### src/rtl/pss_pkg.sv
package pss_pkg;
    parameter int unsigned SW_W   = 5;
    parameter int unsigned MAIN_W = 13;

    typedef logic [SW_W-1:0]   sw_t;
    typedef logic [MAIN_W-1:0] main_t;

    typedef struct packed {
        main_t main_n;
        sw_t   sw_n;
    } div_cfg_t;

    typedef struct packed {
        logic     running;
        logic     bad;
        div_cfg_t active;
        div_cfg_t pending;
        logic     pend_v;
    } stage_st_t;

    typedef struct packed {
        sw_t   sw_left;
        main_t main_left;
    } count_st_t;
endpackage

### src/rtl/pss_cfg_check.sv
module pss_cfg_check
    import pss_pkg::*;
(
    input  div_cfg_t cfg_i,
    output logic     ok_o
);
    main_t sw_ext;

    always_comb begin
        sw_ext = main_t'(cfg_i.sw_n);
        ok_o   = (cfg_i.main_n != '0) && (cfg_i.main_n >= sw_ext);
    end
endmodule

### src/rtl/pss_cfg_stage.sv
module pss_cfg_stage
    import pss_pkg::*;
(
    input  logic     clk,
    input  logic     rst,
    input  logic     load_i,
    input  logic     ok_i,
    input  div_cfg_t cfg_i,
    input  logic     term_i,
    output logic     clear_o,
    output logic     reload_o,
    output div_cfg_t reload_cfg_o,
    output logic     bad_o
);
    stage_st_t q, d;
    logic      start;

    always_comb begin
        d            = q;
        start        = load_i && ok_i && !q.running;
        clear_o      = load_i && !ok_i;
        reload_o     = start || (term_i && q.running);
        reload_cfg_o = start ? cfg_i : (q.pend_v ? q.pending : q.active);

        if (clear_o) begin
            d.running = 1'b0;
            d.bad     = 1'b1;
            d.pend_v  = 1'b0;
        end else begin
            if (reload_o) begin
                d.active  = reload_cfg_o;
                d.running = 1'b1;
                d.pend_v  = 1'b0;
            end
            if (load_i && ok_i) begin
                d.bad = 1'b0;
                if (q.running) begin
                    d.pending = cfg_i;
                    d.pend_v  = 1'b1;
                end
            end
        end
        bad_o = q.bad;
    end

    always_ff @(posedge clk) begin
        if (rst) q <= '0;
        else     q <= d;
    end
endmodule

### src/rtl/pss_count_core.sv
module pss_count_core
    import pss_pkg::*;
(
    input  logic     clk,
    input  logic     rst,
    input  logic     clear_i,
    input  logic     reload_i,
    input  div_cfg_t cfg_i,
    output logic     mod_hi_o,
    output logic     term_o
);
    count_st_t q, d;

    always_comb begin
        d = q;
        if (clear_i) begin
            d = '0;
        end else if (reload_i) begin
            d.sw_left   = cfg_i.sw_n;
            d.main_left = cfg_i.main_n;
        end else if (q.main_left != '0) begin
            d.main_left = q.main_left - 1'b1;
            if (q.sw_left != '0) d.sw_left = q.sw_left - 1'b1;
        end
        mod_hi_o = (q.sw_left != '0);
        term_o   = (q.main_left == main_t'(1));
    end

    always_ff @(posedge clk) begin
        if (rst) q <= '0;
        else     q <= d;
    end
endmodule

### src/rtl/pss_divider.sv
module pss_divider
    import pss_pkg::*;
(
    input  logic              clk,
    input  logic              rst,
    input  logic              load,
    input  logic [SW_W-1:0]   sw_val,
    input  logic [MAIN_W-1:0] main_val,
    output logic              mod_hi,
    output logic              div_pulse,
    output logic              cfg_bad
);
    div_cfg_t in_cfg;
    div_cfg_t reload_cfg;
    logic     in_ok;
    logic     clear;
    logic     reload;
    logic     term;

    always_comb begin
        in_cfg.sw_n   = sw_val;
        in_cfg.main_n = main_val;
    end

    pss_cfg_check u_check (
        .cfg_i (in_cfg),
        .ok_o  (in_ok)
    );

    pss_cfg_stage u_stage (
        .clk          (clk),
        .rst          (rst),
        .load_i       (load),
        .ok_i         (in_ok),
        .cfg_i        (in_cfg),
        .term_i       (term),
        .clear_o      (clear),
        .reload_o     (reload),
        .reload_cfg_o (reload_cfg),
        .bad_o        (cfg_bad)
    );

    pss_count_core u_core (
        .clk      (clk),
        .rst      (rst),
        .clear_i  (clear),
        .reload_i (reload),
        .cfg_i    (reload_cfg),
        .mod_hi_o (mod_hi),
        .term_o   (term)
    );

    assign div_pulse = term;
endmodule

### config.mk
export PLATFORM = sky130hd
export DESIGN_NAME = pss_divider
export DESIGN_NICKNAME = d
export VERILOG_FILES = /design/src/rtl/pss_pkg.sv /design/src/rtl/pss_cfg_check.sv /design/src/rtl/pss_cfg_stage.sv /design/src/rtl/pss_count_core.sv /design/src/rtl/pss_divider.sv
export SDC_FILE = /design/constraint.sdc
export NUM_CORES = 1
export LEC_CHECK = 0
export BUFFER_PORTS_ARGS = -buffer_cell sky130_fd_sc_hd__buf_2
export CORE_MARGIN = 2
export CORE_UTILIZATION = 55
export CTS_BUF_LIST = sky130_fd_sc_hd__clkbuf_8
export DETAILED_ROUTE_END_ITERATION = 8
export GPL_TIMING_DRIVEN = 0
export PLACE_DENSITY_LB_ADDON = 0.12
export SYNTH_ARGS = -nofsm -noshare
export SYNTH_HDL_FRONTEND = slang
export SYNTH_SLANG_ARGS = --single-unit
### constraint.sdc
create_clock -name clk -period 3 [get_ports clk]
set_input_delay 0.6 -clock clk [delete_from_list [all_inputs] [get_ports clk]]
set_output_delay 0.6 -clock clk [all_outputs]
set_load 0.01 [all_outputs]
### Word level (Yosys, flattened, before mapping)

Index checks and enable logic that the tools add are counted.

* shift-type cells: 0
* reductions and logical operators: 18
* magnitude comparators: 1
* div/mod/pow operators: 0
* muxes and demuxes: 10
* multiply operators: 0
* equal/unequal tests: 1
* bitwise logic cells: 1
* add/sub/neg operators: 2

Operators with widths (number)
* $mux W18: 4
* $reduce_bool A13 Y1: 2
* $eq A13 B1 Y1 const B: 1
* $ge A13 B5 Y1: 1
* $sub A13 B1 Y13 const B: 1
* $reduce_bool A2 Y1: 3
* $logic_and A1 B1 Y1: 5
* $mux W1: 5
* $mux W5: 1
* $reduce_bool A5 Y1: 1
* $sub A5 B1 Y5 const B: 1
* $reduce_and A2 Y1: 2
* $reduce_and A3 Y1: 1
* $logic_not A1 Y1: 2
* $reduce_or A2 Y1: 1
* $logic_or A1 B1 Y1: 1
* $not A1 Y1: 1

* bits in registers: 57
* memories: 0
* ROM bits: 0
* memory bits (writable): 0
* latch bits: 0

### Longest topological paths before layout

* depth after elaboration: 8
* gate-level depth with buffers: 10
* mapped depth without buffers: 8

### Cells and area by module

Synthesis repeated with hierarchy kept, for this count alone.

* cells, all modules: 359
* area total of the unflattened synthesis: 3103.0 um^2

By module, submodules not included
* pss_cfg_stage: times used 1, area an instance 1921.8 um^2, sequential area each 780.7 um^2, cells each 211
* pss_count_core: times used 1, area an instance 1028.5 um^2, sequential area each 360.3 um^2, cells each 127
* pss_cfg_check: times used 1, area an instance 152.6 um^2, sequential area each 0.0 um^2, cells each 21

### Worst setup path after synthesis

No wires, ideal clock.

* kind: in2reg
* start point: in sw_val[4]
* end point: reg u_stage.q[29] (netlist bit)
* required time: 2.883 ns
* path slack: 0.517 ns
* arrival: 2.367 ns
* stages on the path: 9
* path buffers: 1
* cells stage by stage: inv_1 -> ha_1 -> a21oi_1 -> nand3_1 -> o31ai_4 -> or2_1 -> buf_6 -> mux2_2 -> a22o_1

* longest elaborated chain between the ends: 6

Ends and longest elaborated chain
* start, declared: line pss_divider.sv:7 `input logic [SW_W-1:0] sw_val,`
* $ge A13 B5 Y1 *: line pss_cfg_check.sv:11 `ok_o = (cfg_i.main_n != '0) && (cfg_i.main_n >= sw_ext);`
* $logic_and A1 B1 Y1 *: line pss_cfg_check.sv:11
* $logic_and A1 B1 Y1 / $logic_not A1 Y1 (equally long branches): line pss_cfg_stage.sv:20, pss_cfg_stage.sv:21
* $logic_and A1 B1 Y1 (on tied branches): line pss_cfg_stage.sv:20, pss_cfg_stage.sv:21
* $logic_or A1 B1 Y1 / $not A1 Y1 (equally long branches)
* $reduce_and A2 Y1 (no line)
* end signal, assigned: line pss_cfg_stage.sv:47 `if (rst) q <= '0;`
* end signal, assigned: line pss_cfg_stage.sv:48 `else q <= d;`
* end, declared: line pss_cfg_stage.sv:15 `stage_st_t q, d;`

Every way passes the cells marked *; elsewhere a longest branch is shown, timed or not.
A chain may end at the register's enable or synchronous reset.

### Final worst setup path

* start point: in sw_val[4]
* end point: reg u_core.q[10] (netlist bit)

* longest elaborated chain between the ends: 6

Ends and longest elaborated chain
* $ge A13 B5 Y1 *: line pss_cfg_check.sv:11
* $logic_and A1 B1 Y1 *: line pss_cfg_check.sv:11
* $logic_and A1 B1 Y1 (2 in a row): line pss_cfg_stage.sv:20 `start = load_i && ok_i && !q.running;`
* $mux W18 / $logic_or A1 B1 Y1 (equally long branches): line pss_cfg_stage.sv:23, pss_cfg_stage.sv:22
* $mux W18 / $reduce_bool A2 Y1 (equally long branches)
* end signal, assigned: line pss_count_core.sv:30 `if (rst) q <= '0;`
* end signal, assigned: line pss_count_core.sv:31 `else q <= d;`
* end, declared: line pss_count_core.sv:12 `count_st_t q, d;`

Marks and branches as above.

==> reports/metrics.csv <==
stage;metric;value;unit
timing;final-setup-viol-count;0;
global_route;gr-usage-all-layers;28.7;%
drt;vias;2823;
clock_network;cts_tree;yes;
timing;max_slew_margin;51.3;%
yosys;ys_ff_latch;57;
global_route;overflow;0;
clock_network;cts_max_path_buffers;2;
power_and_ir_drop;swShare;33.4;%
floorplan;fp.dieArea;6480;um^2
global_route;grt_max_degree;11;
finish;fill_cells;503;
timing;finalCritPeriodShare;93.7;%
yosys;netlist.area_leader.share;35.5;%
power_and_ir_drop;combPwrFrac;27.6;%
placed_design;hpwl;6170;um
power_and_ir_drop;p_seq_share;43.4;%
setup_path;crit_fanout;10;
clock_network;clock-root-buffer;clkbuf_8;
power_and_ir_drop;p_sw;685;uW
hold_path;hp-class;reg2reg;
finish;postLayoutCellArea;3580;um^2
setup_path;crit_arrival;3.01;ns
global_route;grt_pass1_wl;14000;um
global_route;antenna_found_initial;0;
finish;final_core_util;64.2;%
clock_network;cts-hold-fix-buffers;0;
drt;wl_per_cell;18.4;um
placed_design;place_area;3420;um^2
finish;antennaDiodeCount;0;
yosys;synth_area_leader_cell;dfxtp_1;
placed_design;port_buffers;23;
finish;fin_nets;413;
floorplan;die_h;80.5;um
clock_network;cts_setup_buffers;0;
yosys;synth-edff-count;0;
yosys;syn_area;3220;um^2
floorplan;core-area;5570;um^2
placed_design;post-place-ws;-0.0994;ns
global_route;grt_pass1_vias;2756;
run;drv_cap;0;
timing;rsz0062_at_grt;false;
setup_path;end_kind;flip-flop;
timing;hold_viol;0;
drt;drc;0;
finish;multi_input_area;1900;um^2
floorplan;die_w;80.5;um
setup_path;start_kind;input port;
power_and_ir_drop;peakVddDrop;0.000442;V
timing;skew;0.0101;ns
timing;period_minus_slack;2.81;ns
yosys;syn_inst;349;
power_and_ir_drop;p_int;1.37;mW
yosys;syn-num-nets;379;
clock_network;cts_sinks;57;
drt;final_antenna_net_count;0;
power_and_ir_drop;power_density;574;nW/um^2
yosys;synth-seq-area-share;35.5;%
yosys;async_flop_share;0;%
timing;max_freq;356;MHz
drt;drtIter0Drc;199;
drt;wl;8480;um
floorplan;pin_count;24;
floorplan;row_count;27;
drt;drtPass1Iterations;4;
placed_design;gp_congestion;0.969;
clock_network;cts-resized-gates;0;
clock_network;clkTransAtPathRegs;0.06;ns
timing;fin_ws;0.190;ns
finish;seq_area;1140;um^2
finish;area_growth;11.2;%
timing;worst_pin_slew;0.730;ns
clock_network;cts_made_buffers;9;
clock_network;clock_tree.htree_level_count;3;
yosys;avgSynthCellArea;9.22;um^2
status;status;complete, no violations;
power_and_ir_drop;clock_power_share;29.0;%
yosys;synth-main-ff-cell;dfxtp_1;
power_and_ir_drop;p_leak;1.53;nW
timing;drv_slew;0;
setup_path;crit_required;3.20;ns
floorplan;start_util;57.7;%
drt;routed_via_density;6.14;
yosys;synth.area.top_cells;dfxtp_1 (35%), mux2i_1 (7.8%), mux2_2 (5.3%), a21oi_1 (5.1%), o2bb2ai_2 (4.7%);
clock_network;worst_skew_pair.late_latency;0.34;ns
setup_path;critical_path_class;in2reg;
timing;holdWs;0.462;ns
finish;layout-drive-gt1-share;22.2;%
yosys;synth_warnings;0;
yosys;ys_types;55;
## registers in the layout, indices dropped and copies added, names as in the netlist
register and flops:
u_stage.q 38, u_core.q 18, u_stage.bad_o 1
## routing by layer
layer / global-route usage, % / routed length, um
met5: 0 / 0
met2: 49.1 / 4110
met4: 10.3 / 108
met3: 3.37 / 363
met1: 37.1 / 3900
## power by group through the flow
stage	logic, mW	clock network, mW	registers, mW
detailed placement	0.561	0	0.905
finish	0.567	0.595	0.891
global route	0.633	0.635	0.898
global placement	0.550	0	0.901
floorplan	0.437	0	0.889
CTS	0.565	0.598	0.889
## path summary, 6_finish.rpt
path	to	slack, ns	start	cells after the start
worst min register to register	u_stage.q[30]$_SDFFE_PP0P_	0.46	u_stage.q[30]$_SDFFE_PP0P_	1
worst max-delay path	u_core.q[10]$_SDFFE_PP0P_	0.19	sw_val[4]	10
worst max register to register	u_core.q[10]$_SDFFE_PP0P_	0.62	u_core.q[8]$_SDFFE_PP0P_	7
worst min-delay path	u_stage.q[30]$_SDFFE_PP0P_	0.46	u_stage.q[30]$_SDFFE_PP0P_	1
## worst max-delay path, stage by stage
cell,delay [ns]
buf_2,0.10
inv_1,0.07
ha_1,0.33
a21oi_1,0.18
nand3_1,0.13
o31ai_4,0.47
nor2_1,0.21
clkbuf_1,0.31
a22oi_1,0.46
a21oi_1,0.14
## cell families (layout without fill, tap and decap cells)
family | Yosys count | count (layout) | share of synthesized area [%]
buf+inv | 32 | 71 | 5.48
simple gates | 124 | 124 | 20.7
xor+xnor | 7 | 7 | 1.91
flops | 57 | 57 | 35.5
fa+ha+maj | 9 | 9 | 3.50
mux | 40 | 40 | 13.0
compound gates | 80 | 80 | 19.9
## stage by stage
| stage | setup TNS [ns] | power, mW | instances |
|---|---|---|---|
| floorplan | 0 | 1.33 | 349 |
| global placement | -0.0656 | 1.45 | 444 |
| detailed placement | -0.0994 | 1.47 | 444 |
| CTS | 0 | 2.05 | 460 |
| global route | 0 | 2.17 | 460 |
| finish | 0 | 2.05 | 460 |
## cell type report
cell class              count  area share [%]
plain buffers              21            3.78
well taps                  72            2.52
clock buffers               9            3.46
flip-flops and latches     57            31.9
multi-input cells         260            53.1
clock inverters             7           0.874
repair buffers             23            3.22
inverters                  11            1.15
## cells in the final DEF, fill, tap and decap left out, types with 5 or more instances in the layout
cell type	count
clkbuf_8	9
clkbuf_1	6
buf_6	5
a211oi_1	7
inv_1	14
nand2_1	13
o2bb2ai_2	10
nor3_1	22
a21oi_1	33
ha_1	9
nand3_1	12
mux2i_1	25
mux2_2	15
or3_1	6
buf_2	29
dfxtp_1	57
nor2_1	37
## cell usage after synthesis, drive strengths merged, types with 5 or more instances
| cell | n |
|---|---|
| dfxtp | 57 |
| nor2 | 38 |
| a21oi | 33 |
| mux2i | 25 |
| nor3 | 22 |
| buf | 15 |
| mux2 | 15 |
| nand2 | 13 |
| o2bb2ai | 13 |
| nand3 | 12 |
| inv | 11 |
| ha | 9 |
| a211oi | 7 |
| nor4 | 7 |
| clkbuf | 6 |
| or3 | 6 |
| a22oi | 5 |
| nand2b | 5 |
Note: power is estimated with default switching activity, not from simulation.
